--- src/rtl/alu8_flags.sv ---
module alu8_flags #(
  parameter int W   = 8,
  parameter int OPW = 4
) (
  input  logic           clk,
  input  logic           rst,
  input  logic [OPW-1:0] op,
  input  logic [W-1:0]   opa,
  input  logic [W-1:0]   opb,
  input  logic [3:0]     br_sel,
  output logic [W-1:0]   res,
  output logic           wr_en,
  output logic           flag_z,
  output logic           flag_c,
  output logic           flag_n,
  output logic           flag_v,
  output logic           br_taken
);

  localparam logic [OPW-1:0] OP_LD  = OPW'(0);
  localparam logic [OPW-1:0] OP_ADD = OPW'(1);
  localparam logic [OPW-1:0] OP_ADC = OPW'(2);
  localparam logic [OPW-1:0] OP_SUB = OPW'(3);
  localparam logic [OPW-1:0] OP_SBB = OPW'(4);
  localparam logic [OPW-1:0] OP_TST = OPW'(5);

  logic           is_sub, is_arith, cin, ovf;
  logic [W-1:0]   b_eff;
  logic [W:0]     sum;

  assign is_sub   = (op == OP_SUB) || (op == OP_SBB) || (op == OP_TST);
  assign is_arith = is_sub || (op == OP_ADD) || (op == OP_ADC);
  assign b_eff    = is_sub ? ~opb : opb;
  assign cin      = (op == OP_ADC || op == OP_SBB) ? flag_c : is_sub;
  assign sum      = {1'b0, opa} + {1'b0, b_eff} + {{W{1'b0}}, cin};
  assign ovf      = (opa[W-1] == b_eff[W-1]) && (sum[W-1] != opa[W-1]);

  assign res   = (op == OP_LD) ? opb : (is_arith ? sum[W-1:0] : '0);
  assign wr_en = (op == OP_LD) || (is_arith && op != OP_TST);

  always_ff @(posedge clk) begin
    if (rst) begin
      {flag_z, flag_c, flag_n, flag_v} <= 4'b0000;
    end else if (is_arith) begin
      flag_z <= (sum[W-1:0] == '0);
      flag_c <= sum[W];
      flag_n <= sum[W-1];
      flag_v <= ovf;
    end
  end

  always_comb begin
    case (br_sel)
      4'd0:    br_taken = flag_z;
      4'd1:    br_taken = !flag_z;
      4'd2:    br_taken = flag_c;
      4'd3:    br_taken = !flag_c;
      4'd4:    br_taken = flag_v;
      4'd5:    br_taken = !flag_v;
      4'd6:    br_taken = flag_n;
      4'd7:    br_taken = !flag_n;
      4'd8:    br_taken = 1'b1;
      default: br_taken = 1'b0;
    endcase
  end

  a_r9_reset_clears: assert property (@(posedge clk)
    rst |=> ({flag_z, flag_c, flag_n, flag_v} == 4'b0000));

  a_r8_flags_hold: assert property (@(posedge clk) disable iff (rst)
    !is_arith |=> $stable({flag_z, flag_c, flag_n, flag_v}));

  a_r1_add_carry: assert property (@(posedge clk) disable iff (rst)
    (op == OP_ADD) |=> (flag_c == ((({1'b0, $past(opa)} + {1'b0, $past(opb)}) >> W) != '0)));

  a_r3_sub_no_borrow: assert property (@(posedge clk) disable iff (rst)
    (op == OP_SUB) |=> (flag_c == ($past(opa) >= $past(opb))));

  a_r6_zero_neg: assert property (@(posedge clk) disable iff (rst)
    is_arith |=> (flag_z == ($past(res) == '0)) && (flag_n == $past(res[W-1])));

  a_r5_test_no_write: assert property (@(posedge clk) disable iff (rst)
    (op == OP_TST) |-> !wr_en);

  a_r10_always_taken: assert property (@(posedge clk) disable iff (rst)
    (br_sel == 4'd8) |-> br_taken);

endmodule

--- config.mk ---
export PLATFORM = sky130hd
export DESIGN_NAME = alu8_flags
export DESIGN_NICKNAME = d
export VERILOG_FILES = /design/src/rtl/alu8_flags.sv
export SDC_FILE = /design/constraint.sdc
export NUM_CORES = 1
export LEC_CHECK = 0
export ABC_AREA = 1
export BUFFER_PORTS_ARGS = -buffer_cell sky130_fd_sc_hd__buf_2
export CAP_MARGIN = 5
export CORE_UTILIZATION = 35
export DETAILED_ROUTE_END_ITERATION = 12
export MAX_ROUTING_LAYER = met4
export PLACE_DENSITY_LB_ADDON = 0.2
export SETUP_SLACK_MARGIN = 0.05
export SYNTH_ARGS = -nofsm -noshare
export SYNTH_HDL_FRONTEND = slang
export SYNTH_SLANG_ARGS = --single-unit
--- constraint.sdc ---
create_clock -name clk -period 3.14 [get_ports clk]
set_clock_uncertainty 0.1 [all_clocks]
set_input_delay 0 -clock clk [delete_from_list [all_inputs] [get_ports clk]]
set_output_delay 0 -clock clk [all_outputs]
set_load 0.03 [all_outputs]
==> flow_metrics.env, run 1 <==
export IMPL_firstDrtPassIters=8
export IMPL_antenna_cells=0
export IMPL_criticalPathCategory="primary input to output port"
export IMPL_grt_pass1_wl_um=3912
export IMPL_dpl_cell_area_um2=1135
export IMPL_path_max_fanout=8
export IMPL_setup_viol=0
export IMPL_path_clk_slew_ns=0.03
export IMPL_crit_top_cell="nand2_1"
export IMPL_vias=1090
export IMPL_synth_nets=183
export IMPL_tightest_slew_ns=0.5728
export IMPL_grt_max_degree=9
export IMPL_gr_total_overflow=0
export IMPL_dp_hpwl_um=2012
export IMPL_start_util=0.3675
export IMPL_start_kind="primary input"
export IMPL_maxCapViolCount=0
export IMPL_critical_path_top_delay_family="adder cells"
export IMPL_finalHoldViolCount=0
export IMPL_clock_latency_ns=0.23
export IMPL_wl_per_cell_um=10.80
export IMPL_final_seq_area_um2=80.08
export IMPL_crit_slowest_cell="fa_1"
export IMPL_ctsResizeCount=0
export IMPL_crit_buf_inv=2
export IMPL_wl_um=2386
export IMPL_cts_sinks=4
export IMPL_drc=2
export IMPL_cts_made_buffers=3
export IMPL_avgViaCountPerCell=4.932
export IMPL_antenna_found_initial=0
export IMPL_synth_top_cell_by_area="nand2_1"
export IMPL_synth_cell_types=23
export IMPL_finalCritPeriodShare=0.8537
export IMPL_max_freq_ghz=0.3731
export IMPL_layout_drive_gt1_share=0.3089
export IMPL_cts_tree="yes"
export IMPL_ant_nets=0
export IMPL_cp_data_required_time_ns=3.04
export IMPL_hp_class="primary input to flip-flop"
export IMPL_cts_buffer_depth=2
export IMPL_worst_path_largest_cell_delay_ns=0.48
export IMPL_grt_use_total=0.1909
export IMPL_dieArea_um2=2785
export IMPL_crit_chain="buf_2 > nor2_2 > nand2_1 > o21ai_4 > xor2_1 > fa_1 > fa_1 > nand2_1 > nand2_1 > nand3_2 > nand2_1 > nand2_1 > nand2_2 > a22o_1 > buf_2"
export IMPL_cts_root_buf="clkbuf_4"
export IMPL_power_per_cell_area_nw_per_um2=333.5
export IMPL_place_gp_congestion=0.7895
export IMPL_arrival_ns=2.58
export IMPL_netlist_instances=148
export IMPL_coreArea_um2=2455
export IMPL_yosysSeqAreaShare=0.08877
export IMPL_relSlewSlack=0.6167
export IMPL_setup_tns_ns=0
export IMPL_fill_cells=266
export IMPL_syn_avg_cell_area_um2=6.095
export IMPL_grtUsageMet2=0.3270
export IMPL_met3_usage=0.02899
export IMPL_crit_path_end_kind="output port"
export IMPL_status="finished, violations left"
export IMPL_grtUsageMet1=0.2317
export IMPL_htree_levels=1
export IMPL_ir_drop_mv=0.1765
export IMPL_area_growth_synth_to_final_pct=29.40
export IMPL_slew_viol_final=0
export IMPL_die_width_um=52.77
export IMPL_finalCriticalPeriod_ns=2.681
export IMPL_port_buffers=39
export IMPL_grt_pass1_vias=976
export IMPL_multi_input_area_um2=735.7
export IMPL_initialDrtViolationCount=19
export IMPL_netlist_area_leader_share=0.1748
export IMPL_finalNetCount=228
export IMPL_final_cell_area_um2=1167
export IMPL_violations="DRC"
export IMPL_chipHeight_um=52.77
export IMPL_ys_ff_latch=4
export IMPL_yosys_top_cells_area="nand2_1, ha_1, inv_1"
export IMPL_p_leak_nw=0.6810
export IMPL_yosysWarnings=0
export IMPL_num_rows=18
export IMPL_rsz0062_at_grt="no"
export IMPL_ios=40
export IMPL_synth_area_um2=902.1
export IMPL_top_usage_layer="met2"
## kinds of logic after synthesis
family	share of synthesized area
AOI/OAI and AO/OA	0.2053
xor gates and xnor gates	0.07767
adders and majority gates	0.1415
buffers and inverters	0.09570
DFF	0.08877
and+or+nand+nor	0.3911
## repair_timing
item,in CTS,in global routing
setup endpoints to repair,0,0
hold buffers,1,0
endpoints found under the hold margin,4,0
buffers inserted,0,0
## metal layers
metal	wire, um	vias to the layer above
li1	-	574
met5	0	-
met4	10	0
met1	1155	488
met2	1144	26
met3	75	2
## final timing paths
kind,from,endpoint,slack [ns],depth (start not counted)
worst max-delay path,op[3],res[6],0.46,15
worst min-delay path,opa[7],flag_v,0.01,4
worst max register to register,flag_c,flag_z,0.85,13
worst min register to register,flag_n,flag_n,0.39,2
## through the flow
stage | utilization | instances | worst slack [ns] | power, mW | hold WS [ns]
6_report | 0.4755 | 221 | 0.4595 | 0.3893 | 0.009888
5_1_grt | 0.4755 | 221 | 0.2923 | 0.4266 | 0.03752
4_1_cts | 0.4755 | 221 | 0.4482 | 0.3918 | 0.002933
3_5_place_dp | 0.4623 | 217 | 0.4622 | 0.3239 | 0.1154
3_3_place_gp | 0.4623 | 217 | 0.5086 | 0.3208 | 0.1064
2_1_floorplan | - | 148 | 0.5727 | 0.2535 | -0.03756
## flip-flops by register name, indices dropped and copies added (netlist names)
signal  flops
flag_c      1
flag_n      1
flag_v      1
flag_z      1
## synthesized netlist by cell type (all sizes together)
library cell,count
fa,2
dfxtp,4
ha,7
nand4,2
o2111ai,1
nand3,13
nand2,49
a21oi,11
o21bai,1
a22oi,1
inv,23
a22o,5
or2,2
nor2,11
o21ai,8
xor2,8
## worst min-delay path: cells and delay by family
kind | cells | cell delay, ns
buffers and inverters | 1 | 0.10
and+or+nand+nor | 2 | 0.13
AOI/OAI and AO/OA | 1 | 0.06
## area by class of cell
class                      instances  area share
tap                               30     0.03215
timing repair buffer              40      0.1758
clock buffer                       3     0.01929
multi-input combinational        121      0.6302
inverter                          23     0.07395
sequential                         4     0.06860
## report_power, final
part	internal (mW)	total [mW]	switching (mW)
Clock	0.0427	0.0631	0.0204
Sequential	0.0546	0.0573	0.00271
Combinational	0.0969	0.269	0.172
## layout by cell type (no fill, tap or decap), types with 4 or more instances in the layout
cell	n
xor2_1	8
dfxtp_1	4
a21oi_1	8
nor2_1	9
ha_1	7
nand2_2	7
nand2_1	42
buf_2	39
inv_1	22
a22o_1	5
o21ai_0	7
nand3_1	10
Power figures use the tool's default switching activity.
==> run 2, diff against run 1 <==
--- a/config.mk
+++ b/config.mk
@@ -12,7 +12,7 @@
 export DETAILED_ROUTE_END_ITERATION = 12
 export MAX_ROUTING_LAYER = met4
 export PLACE_DENSITY_LB_ADDON = 0.2
-export SETUP_SLACK_MARGIN = 0.05
+export SETUP_SLACK_MARGIN = 0.5
 export SYNTH_ARGS = -nofsm -noshare
 export SYNTH_HDL_FRONTEND = slang
 export SYNTH_SLANG_ARGS = --single-unit
==> run 2 against run 1 <==
The flow still finishes with violations (DRC). Count of clock-buffer cells in the layout did not move. Die area did not move. Combinational power barely moved. Sequential power barely moved. Sequential cell count did not move. Non-clock buffer count rose by 1. Routed wire length rose by 0.92%. Via count fell by 0.37%. First-iteration DRC count rose by 16%. Critical path type is now flip-flop to output port. Critical endpoint unchanged. Largest power group unchanged.
==> flow_metrics.env, run 2 (synthesis gave the netlist of run 1 again) <==
export IMPL_status="finished, violations left"
export IMPL_violations="DRC"
export IMPL_cts_buffer_depth=2
export IMPL_final_cell_area_um2=1177
export IMPL_dp_hpwl_um=2012
export IMPL_initialDrtViolationCount=22
export IMPL_slew_viol_final=0
export IMPL_antenna_found_initial=0
export IMPL_power_per_cell_area_nw_per_um2=332.5
export IMPL_cp_startpoint="flag_c"
export IMPL_ios=40
export IMPL_r2r_start="flag_c"
export IMPL_dieArea_um2=2785
export IMPL_grt_max_degree=9
export IMPL_gr_total_overflow=0
export IMPL_setup_viol=0
export IMPL_cts_made_buffers=3
export IMPL_cts_sinks=4
export IMPL_port_buffers=39
export IMPL_avgViaCountPerCell=4.892
export IMPL_max_freq_ghz=0.4041
export IMPL_die_width_um=52.77
export IMPL_cts_root_buf="clkbuf_4"
export IMPL_grt_use_total=0.1922
export IMPL_finalHoldViolCount=0
export IMPL_drc=2
export IMPL_finalCriticalPeriod_ns=2.474
export IMPL_grtUsageMet2=0.3270
export IMPL_ant_nets=0
export IMPL_p_leak_nw=0.6854
export IMPL_htree_levels=1
export IMPL_wl_um=2408
export IMPL_num_rows=18
export IMPL_grt_pass1_wl_um=3933
export IMPL_rsz0062_at_grt="no"
export IMPL_firstDrtPassIters=8
export IMPL_cp_data_required_time_ns=3.04
export IMPL_relSlewSlack=0.6109
export IMPL_layout_drive_gt1_share=0.3177
export IMPL_hp_class="primary input to flip-flop"
export IMPL_coreArea_um2=2455
export IMPL_grt_pass1_vias=978
export IMPL_design_power_total_mw=0.3915
export IMPL_final_common_cell="nand2_1"
export IMPL_clock_latency_ns=0.23
export IMPL_met3_usage=0.02899
export IMPL_finalCritPeriodShare=0.7880
export IMPL_top_usage_layer="met2"
export IMPL_tightest_slew_ns=0.5815
export IMPL_layout_common_cells="nand2_1, buf_2, inv_1"
export IMPL_criticalPathCategory="flip-flop to output port"
export IMPL_min_from="opa[7]"
export IMPL_whs_ns=0.01020
export IMPL_ir_drop_mv=0.1840
export IMPL_antenna_cells=0
export IMPL_cts_tree="yes"
export IMPL_grtUsageMet1=0.2351
export IMPL_vias=1086
export IMPL_arrival_ns=2.37
export IMPL_chipHeight_um=52.77
export IMPL_finalNetCount=229
export IMPL_start_kind="flip-flop"
export IMPL_wl_per_cell_um=10.85
export IMPL_setup_tns_ns=0
export IMPL_start_util=0.3675
export IMPL_path_max_fanout=4
export IMPL_maxCapViolCount=0
export IMPL_crit_path_end_kind="output port"
export IMPL_area_growth_synth_to_final_pct=30.51
export IMPL_place_gp_congestion=0.7895
export IMPL_dpl_cell_area_um2=1135
export IMPL_path_clk_slew_ns=0.04
==> run 2: through the flow <==
step,setup slack (ns),utilization,std cells
2_1_floorplan,0.5727,-,148
3_3_place_gp,0.5086,0.4623,217
3_5_place_dp,0.4622,0.4623,217
4_1_cts,0.5839,0.4786,222
5_1_grt,0.5171,0.4796,222
6_report,0.6656,0.4796,222
==> run 2: critical path, cell delays in order, from the launching register on <==
cell	delay [ns]
dfxtp_1	0.32
inv_1	0.08
a22oi_1	0.10
fa_1	0.45
fa_2	0.40
nand2_1	0.08
nand2_1	0.08
nand3_2	0.07
nand2_1	0.07
nand2_1	0.07
nand2_2	0.06
a22o_1	0.18
buf_2	0.17
==> run 2: final cells by class <==
class / instances / area [um2]
multi-input combinational: 121 / 738.2
clock buffer: 3 / 22.52
inverter: 23 / 86.33
timing repair buffer: 41 / 212.7
tap: 30 / 37.54
fill: 266 / 1277
sequential: 4 / 80.08
==> run 2: report_power, final <==
| part | total [mW] | switching (mW) | leakage, nW | internal [mW] |
|---|---|---|---|---|
| logic | 0.271 | 0.173 | 0.639 | 0.0987 |
| registers | 0.0572 | 0.00269 | 0.0326 | 0.0546 |
| clock network | 0.0630 | 0.0203 | 0.0138 | 0.0427 |
==> run 2: metal layers <==
layer | up-vias | part of all wire | routed length, um
li1 | 575 | - | -
met1 | 481 | 0.49 | 1171
met2 | 28 | 0.48 | 1145
met3 | 2 | 0.034 | 81
met4 | 0 | 0.0042 | 10
met5 | - | 0 | 0
==> run 2: worst paths after layout <==
kind,end,slack [ns],cells past startpoint
max,res[6],0.67,12
min,flag_v,0.01,4
max reg2reg,flag_z,0.89,11
min reg2reg,flag_n,0.39,2
==> run 2: repair_timing <==
action,4_1_cts,5_1_grt
setup buffers,1,0
setup endpoints to repair,1,1
hold buffers,1,0
endpoints found under the hold margin,4,0
resized for setup,0,1
pin swaps,1,0
